==> config.mk <==
export PLATFORM = sky130hd
export DESIGN_NAME = cla_adder16
export DESIGN_NICKNAME = d
export VERILOG_FILES = /design/src/rtl/cla_pkg.sv /design/src/rtl/cla_group.sv /design/src/rtl/cla_lookahead.sv /design/src/rtl/cla_adder16.sv
export SDC_FILE = /design/constraint.sdc
export NUM_CORES = 1
export LEC_CHECK = 0
export BUFFER_PORTS_ARGS = -buffer_cell sky130_fd_sc_hd__buf_2
export CORE_UTILIZATION = 41
export DETAILED_ROUTE_END_ITERATION = 8
export GPL_ROUTABILITY_DRIVEN = 0
export PLACE_DENSITY = 0.9
export SYNTH_ARGS = -nofsm -noshare
export SYNTH_HDL_FRONTEND = slang
export SYNTH_HIERARCHICAL = 1
export SYNTH_SLANG_ARGS = --single-unit
export TNS_END_PERCENT = 1
==> constraint.sdc <==
create_clock -name vclk -period 2.8
set_clock_uncertainty 0.15 [all_clocks]
set_input_delay 0.42 -clock vclk [all_inputs]
set_output_delay 0.42 -clock vclk [all_outputs]
set_load 0.005 [all_outputs]
==> src/rtl/cla_pkg.sv <==
package cla_pkg;
  localparam int GROUP_W    = 4;
  localparam int NUM_GROUPS = 4;
  localparam int ADD_W      = GROUP_W * NUM_GROUPS;

  // One slice's generate/propagate summary
  typedef struct packed {
    logic gen;
    logic prop;
  } gpPair_t;

  // Strobes from the lookahead control to the slice datapaths
  typedef struct packed {
    logic [NUM_GROUPS-1:0] groupCin;
    logic                  carryOut;
  } carryStrobe_t;

  // Carry into position pos, built as a flat sum of products:
  // OR over j<pos of g[j]&p[j+1..pos-1], plus cin&p[0..pos-1].
  function automatic logic flatCarry(input logic [ADD_W-1:0] g,
                                     input logic [ADD_W-1:0] p,
                                     input logic cin,
                                     input int pos);
    logic acc;
    logic term;
    acc = cin;
    for (int k = 0; k < ADD_W; k++)
      if (k < pos) acc = acc & p[k];
    for (int j = 0; j < ADD_W; j++) begin
      if (j < pos) begin
        term = g[j];
        for (int k = 0; k < ADD_W; k++)
          if (k > j && k < pos) term = term & p[k];
        acc = acc | term;
      end
    end
    return acc;
  endfunction
endpackage

==> src/rtl/cla_group.sv <==
module cla_group
  import cla_pkg::*;
(
  input  logic [GROUP_W-1:0] a,
  input  logic [GROUP_W-1:0] b,
  input  logic               cin,
  output logic [GROUP_W-1:0] sum,
  output gpPair_t            grpGp,
  output logic               msbCin,
  output logic               cOutLocal
);
  localparam int PAD = ADD_W - GROUP_W;

  logic [GROUP_W-1:0] bitGen;
  logic [GROUP_W-1:0] bitProp;
  logic [GROUP_W:0]   carries;
  logic [ADD_W-1:0]   genExt;
  logic [ADD_W-1:0]   propExt;

  assign bitGen  = a & b;
  assign bitProp = a ^ b;
  assign genExt  = {{PAD{1'b0}}, bitGen};
  assign propExt = {{PAD{1'b0}}, bitProp};

  always_comb begin
    for (int i = 0; i <= GROUP_W; i++)
      carries[i] = flatCarry(genExt, propExt, cin, i);
  end

  assign sum        = bitProp ^ carries[GROUP_W-1:0];
  assign grpGp.gen  = flatCarry(genExt, propExt, 1'b0, GROUP_W);
  assign grpGp.prop = &bitProp;
  assign msbCin     = carries[GROUP_W-1];
  assign cOutLocal  = carries[GROUP_W];

  always_comb begin

    grp_gen_chk: assert (!grpGp.gen || cOutLocal)
      else $error("slice generate did not yield carry-out");

    grp_prop_chk: assert (!grpGp.prop || (cOutLocal == cin))
      else $error("slice propagate did not pass carry-in");
  end
endmodule

==> src/rtl/cla_lookahead.sv <==
module cla_lookahead
  import cla_pkg::*;
(
  input  logic [NUM_GROUPS-1:0] grpGen,
  input  logic [NUM_GROUPS-1:0] grpProp,
  input  logic                  cin,
  output carryStrobe_t          strobe
);
  localparam int PAD = ADD_W - NUM_GROUPS;

  logic [ADD_W-1:0] genExt;
  logic [ADD_W-1:0] propExt;

  assign genExt  = {{PAD{1'b0}}, grpGen};
  assign propExt = {{PAD{1'b0}}, grpProp};

  always_comb begin
    for (int k = 0; k < NUM_GROUPS; k++)
      strobe.groupCin[k] = flatCarry(genExt, propExt, cin, k);
    strobe.carryOut = flatCarry(genExt, propExt, cin, NUM_GROUPS);
  end

  always_comb begin

    lookahead_chain_chk: assert (strobe.carryOut ==
        (grpGen[NUM_GROUPS-1] | (grpProp[NUM_GROUPS-1] & strobe.groupCin[NUM_GROUPS-1])))
      else $error("top slice carry disagrees with chained form");

    lookahead_base_chk: assert (strobe.groupCin[0] == cin)
      else $error("lowest slice carry-in is not the adder carry-in");
  end
endmodule

==> src/rtl/cla_adder16.sv <==
module cla_adder16
  import cla_pkg::*;
(
  input  logic [15:0] opA,
  input  logic [15:0] opB,
  input  logic        carryIn,
  output logic [15:0] sum,
  output logic        carryOut,
  output logic        overflow
);
  logic [NUM_GROUPS-1:0] grpGen;
  logic [NUM_GROUPS-1:0] grpProp;
  logic [NUM_GROUPS-1:0] grpMsbCin;
  logic [NUM_GROUPS-1:0] grpCout;
  carryStrobe_t          strobe;

  for (genvar gi = 0; gi < NUM_GROUPS; gi++) begin : g_slice
    gpPair_t sliceGp;
    cla_group u_group (
      .a        (opA[gi*GROUP_W +: GROUP_W]),
      .b        (opB[gi*GROUP_W +: GROUP_W]),
      .cin      (strobe.groupCin[gi]),
      .sum      (sum[gi*GROUP_W +: GROUP_W]),
      .grpGp    (sliceGp),
      .msbCin   (grpMsbCin[gi]),
      .cOutLocal(grpCout[gi])
    );
    assign grpGen[gi]  = sliceGp.gen;
    assign grpProp[gi] = sliceGp.prop;
  end

  cla_lookahead u_lookahead (
    .grpGen (grpGen),
    .grpProp(grpProp),
    .cin    (carryIn),
    .strobe (strobe)
  );

  assign carryOut = strobe.carryOut;
  assign overflow = grpMsbCin[NUM_GROUPS-1] ^ strobe.carryOut;

  always_comb begin

    no_overflow_chk: assert (!overflow ||
        ((opA[ADD_W-1] == opB[ADD_W-1]) && (sum[ADD_W-1] != opA[ADD_W-1])))
      else $error("overflow raised without a sign violation");

    carry_agree_chk: assert (carryOut == grpCout[NUM_GROUPS-1])
      else $error("lookahead carry-out disagrees with top slice");
  end
endmodule

==> results of run 1 <==
through the flow:
step	hold slack [ns]	std cells	TNS (ns)	setup slack [ns]	power, mW
after floorplan	0.8419	88	0	0.03867	0.1455
after global placement	1.043	172	-0.2857	-0.1181	0.2503
final	1.042	172	0	0.03134	0.2775
after CTS	1.050	172	-0.02292	-0.02257	0.2778
after global routing	1.083	172	-0.1454	-0.06488	0.3120
after detailed placement	1.049	172	-0.6180	-0.1850	0.2619
repair_timing:
item                                    4_1_cts  5_1_grt
pin swaps                                    14        6
hold endpoints to repair                      0        0
resized for setup                            12        2
endpoints found under the setup margin        7        5
cloned                                        0        0
cell usage in the layout, fill, tap and decap left out, drive strengths merged:
cell type and instances:
a21oi 12, xnor2 6, buf 60, and4 3, a31o 1, nand2 9, nor2 1, o211ai 4
a21o 4, fa 4, ha 20, inv 8, a21boi 4, xor2 7, o21ai 4
layout make-up:
cell class	count	share of cell area, %
inverters	8	2.553
repair buffers	60	29.26
well taps	25	2.660
multi-input cells	79	65.53
critical path, stage by stage:
cell and delay (ns):
buf_2 0.12, ha_4 0.24, and4_4 0.16, a21o_1 0.18
a21o_1 0.17, a21o_1 0.17, ha_2 0.18, o211ai_1 0.19
nand2_2 0.09, xor2_1 0.15, buf_2 0.12
metal layers:
layer / vias up / part of all wire (%)
met5: - / 0
met4: 0 / 0
met3: 0 / 6.2
met2: 35 / 58
met1: 400 / 36
li1: 436 / -
power groups by stage:
stage / logic [mW] / registers, mW / clock network (mW)
floorplan: 0.146 / 0 / 0
global placement: 0.250 / 0 / 0
detailed placement: 0.262 / 0 / 0
CTS: 0.278 / 0 / 0
global route: 0.312 / 0 / 0
finish: 0.278 / 0 / 0
how the worst max path moves through the flow:
stage          depth (start not counted)  endpoint    from
2_1_floorplan                          9  overflow  opA[1]
3_3_place_gp                          12   sum[15]  opA[1]
3_5_place_dp                          11  overflow  opA[3]
4_1_cts                               12  overflow  opB[1]
5_1_grt                               11  overflow  opA[0]
6_report                              11  overflow  opB[2]
==> metrics, run 1 <==
M3 GR Usage=1.600%; run status=completed; register area=0 um^2; Worst Max-Slew Pin Slew=approximately 0.25 ns; DR vias/cell=5.064; FMAX=361.2 MHz; Routed WL per cell=between 10 and 15 um; Setup Crit Path Kind=in -> out; worst hold path class=in -> out; Global Route Usage Sum=just under 20%; Diodes inserted=0; Slew HR=between 80% and 90%; min Tclk post-route=between 2 and 3 ns; clkbuf count=0; sink of the worst hold path=sum[4]; max_cap viols=0; Mapped Area=approximately 750 um^2; Pins Over Slew Limit=0; GRT overflow=0; # nets final=206; CP Data Required Time=around 2.2 ns; Yosys Warn Count=6; initial antenna violation count=0; Leak Pwr=around 0.63 nW; total number of vias=871; Worst Path Max Fanout=3; area of the multi-input gates=approximately 770 um^2; post-route ant nets=0; Syn Nets=about 150; Clock power frac=0%; Final HPWL DP=1.688 mm; critical path arrival=around 2.2 ns; first-pass GRT wire length=just over 3 mm; Pwr per Cell Area=236.0 mW/mm^2; area post-placement=approximately 0.0011 mm^2; internal power=0.1501 mW; maximum vdd drop=131.0 uV; Buffers on Ports=roughly 50; fin crit share=slightly below 100%; filler instances=140; GRT met1 Usage=19.02%; FF+latch count=0; final hold viol count=0; Core ar.=roughly 0.0017 mm^2; register share of total power=0%; design area=between 0.001 and 0.0015 mm^2; count of final setup violators=0; Starting Density=a little over two fifths; CTS Hold Bufs=0; Crit. End Element=primary output; # IOs=between 50 and 60; HP Start=opB[4]; Hold Crit Depth=3; pin count of the biggest net entering global routing=6; first-pass detailed-route iteration total=4; cell row count=15; DRT iter0 DRCs=6; Comb power frac=100.0%; Core Util, Final=roughly two thirds; setup bufs post-CTS=0; RSZ-0062 raised after global routing=yes; Die Ht=~45 um; syn_area_per_cell=around 8.5 um^2; GRT busiest layer=met2; switching power=roughly 0.13 mW; met2 Use GR=45.00%; CP startpoint kind=primary input; switching share of power=between 40 and 50%; share of layout cells above drive strength 1=51.70%; die area=approximately 0.0020 mm^2; P&R area growth vs syn=57.19%; number of global-route vias before repair=800; Die W=44.72 um; Post-Synthesis Cells=88; DRC=0; WL final=1.825 mm
Note: power is estimated with default switching activity, not from simulation.
==> run 2, diff against run 1 <==
--- a/config.mk
+++ b/config.mk
@@ -6,6 +6,7 @@
 export NUM_CORES = 1
 export LEC_CHECK = 0
 export BUFFER_PORTS_ARGS = -buffer_cell sky130_fd_sc_hd__buf_2
+export CORE_ASPECT_RATIO = 0.9
 export CORE_UTILIZATION = 41
 export DETAILED_ROUTE_END_ITERATION = 8
 export GPL_ROUTABILITY_DRIVEN = 0
==> metrics, run 2 (same netlist as run 1, synthesis figures left out) <==
register share of total power=0% (unchanged); DRC=0 (unchanged); Worst Setup EP=overflow; crit-path cells=buf_6, ha_4, a21oi_4, o21ai_1, a21o_1, a21o_1, a21o_1, ha_2, o211ai_1, nand2_2, xor2_1, buf_2; most frequent CP cell=a21o_1; GRT met1 Usage=20.52% (+1.5 points); count of final setup violators=0 (unchanged); cell row count=14 (-1); pin count of the biggest net entering global routing=6 (unchanged); FF+latch count=0 (unchanged); # nets final=206 (unchanged); DRT iter0 DRCs=12 (+6); stages on the worst setup path=12 (+1); CP Data Required Time=2.23 ns (about the same); Slowest-stage cell, CP=ha_4; Final HPWL DP=1.544 mm (-8.5%); Global Route Usage Sum=20.98% (+1.4 points); met2 Use GR=43.06% (-1.9 points); M3 GR Usage=2.155% (+0.56 points); run status=completed; Pwr per Cell Area=240.5 mW/mm^2 (+1.9%); Comb power frac=100.0% (about the same); RSZ-0062 raised after global routing=yes; switching share of power=46.12% (+0.21 points); P&R area growth vs syn=60.70%; register area=0 um^2 (unchanged); Critical path buffers and inverters=2 (unchanged); min Tclk post-route=2.792 ns (+0.02292 ns); Crit. End Element=primary output; Slew HR=81.16% (-1.9 points); Clock power frac=0% (unchanged); die area=0.002000 mm^2 (about the same); WL final=2.135 mm (+17%); Buffers on Ports=51 (unchanged); design area=0.001202 mm^2 (+2.2%); worst hold path class=in -> out; CP startpoint kind=primary input; GRT overflow=0 (unchanged); internal power=0.1558 mW (+3.8%); Die W=47.03 um (+5.2%); Worst Max-Slew Pin Slew=0.2796 ns (+0.02890 ns); FMAX=358.2 MHz (-0.82%); Core ar.=0.001699 mm^2 (-1.6%); number of global-route vias before repair=918 (+15%); switching power=0.1334 mW (+4.7%); critical path arrival=2.22 ns (+0.02 ns); total number of vias=874 (+0.34%); share of layout cells above drive strength 1=52.38% (+0.68 points); GRT busiest layer=met2; first-pass detailed-route iteration total=4 (unchanged); initial antenna violation count=0 (unchanged); Largest delay share family, worst path=compound AO/OA/AOI/OAI gates; Setup Crit Path Kind=in -> out; max_cap viols=0 (unchanged); Pins Over Slew Limit=0 (unchanged); Starting Density=44.04% (+0.70 points); slowest stage delay, CP=0.25 ns (about the same); commonest cells after routing, fill and taps aside=buf_2 (48), ha_1 (13), buf_4 (9); Leak Pwr=0.6346 nW (+0.25%); maximum vdd drop=131.0 uV (about the same); clkbuf count=0 (unchanged); area post-placement=0.001086 mm^2 (-0.80%); Die Ht=42.53 um (-4.9%); # IOs=51 (unchanged); Worst Path Max Fanout=3 (unchanged); first-pass GRT wire length=3.249 mm (+6.3%); fin crit share=99.70% (+0.82 points); Routed WL per cell=12.49 um (+18%); post-route ant nets=0 (unchanged); commonest non-fill, non-tap cell in the layout=buf_2; final hold viol count=0 (unchanged); Core Util, Final=70.77% (+2.6 points); DR vias/cell=5.111 (+0.93%); Crit. Startpoint=opB[1]; Diodes inserted=0 (unchanged)
-- run 2: tightest hold or removal path: stages --
cell and delay (ns):
buf_2 0.12, fa_1 0.15, buf_2 0.10
-- run 2: routing by layer --
layer,up-vias,routed length (um)
met5,-,0
met4,0,15
met3,2,110
met2,43,1154
met1,395,855
li1,434,-
-- run 2: final cells by class --
type                            instances  area [um^2]
Tap cell                               24        30.03
Inverter                                8        30.03
Multi-Input combinational cell         79        800.8
Timing Repair Buffer                   60        341.6
Fill cell                             135        496.7
-- run 2: power by group through the flow --
stage | clock network [mW] | logic, mW | registers (mW)
after global placement | 0 | 0.249 | 0
after CTS | 0 | 0.274 | 0
after global routing | 0 | 0.321 | 0
after floorplan | 0 | 0.146 | 0
final | 0 | 0.289 | 0
after detailed placement | 0 | 0.256 | 0
-- run 2: worst min path at each step --
stage / end / slack, ns / start / cells past startpoint
floorplan: sum[0] / 0.84 / opB[0] / 1
global placement: sum[0] / 1.04 / opB[0] / 3
detailed placement: sum[0] / 1.05 / opB[0] / 3
CTS: sum[0] / 1.07 / opB[0] / 3
global route: sum[4] / 1.11 / opB[4] / 3
finish: sum[0] / 1.06 / carryIn / 3
-- run 2: timing repair --
| item | in CTS | in global routing |
|---|---|---|
| setup buffers | 1 | 0 |
| hold buffers | 0 | 0 |
| endpoints found under the setup margin | 5 | 7 |
| pin swaps | 10 | 5 |
| resized for setup | 9 | 5 |
-- run 2: stage by stage --
stage	instances	setup slack, ns	total power, mW	TNS (ns)	hold WS (ns)
floorplan	88	0.03867	0.1455	0	0.8419
global placement	170	-0.1353	0.2486	-0.3630	1.043
detailed placement	170	-0.1599	0.2560	-0.4407	1.045
CTS	171	0.004661	0.2740	0	1.068
global route	171	-0.07628	0.3205	-0.1378	1.105
finish	171	0.008413	0.2892	0	1.062
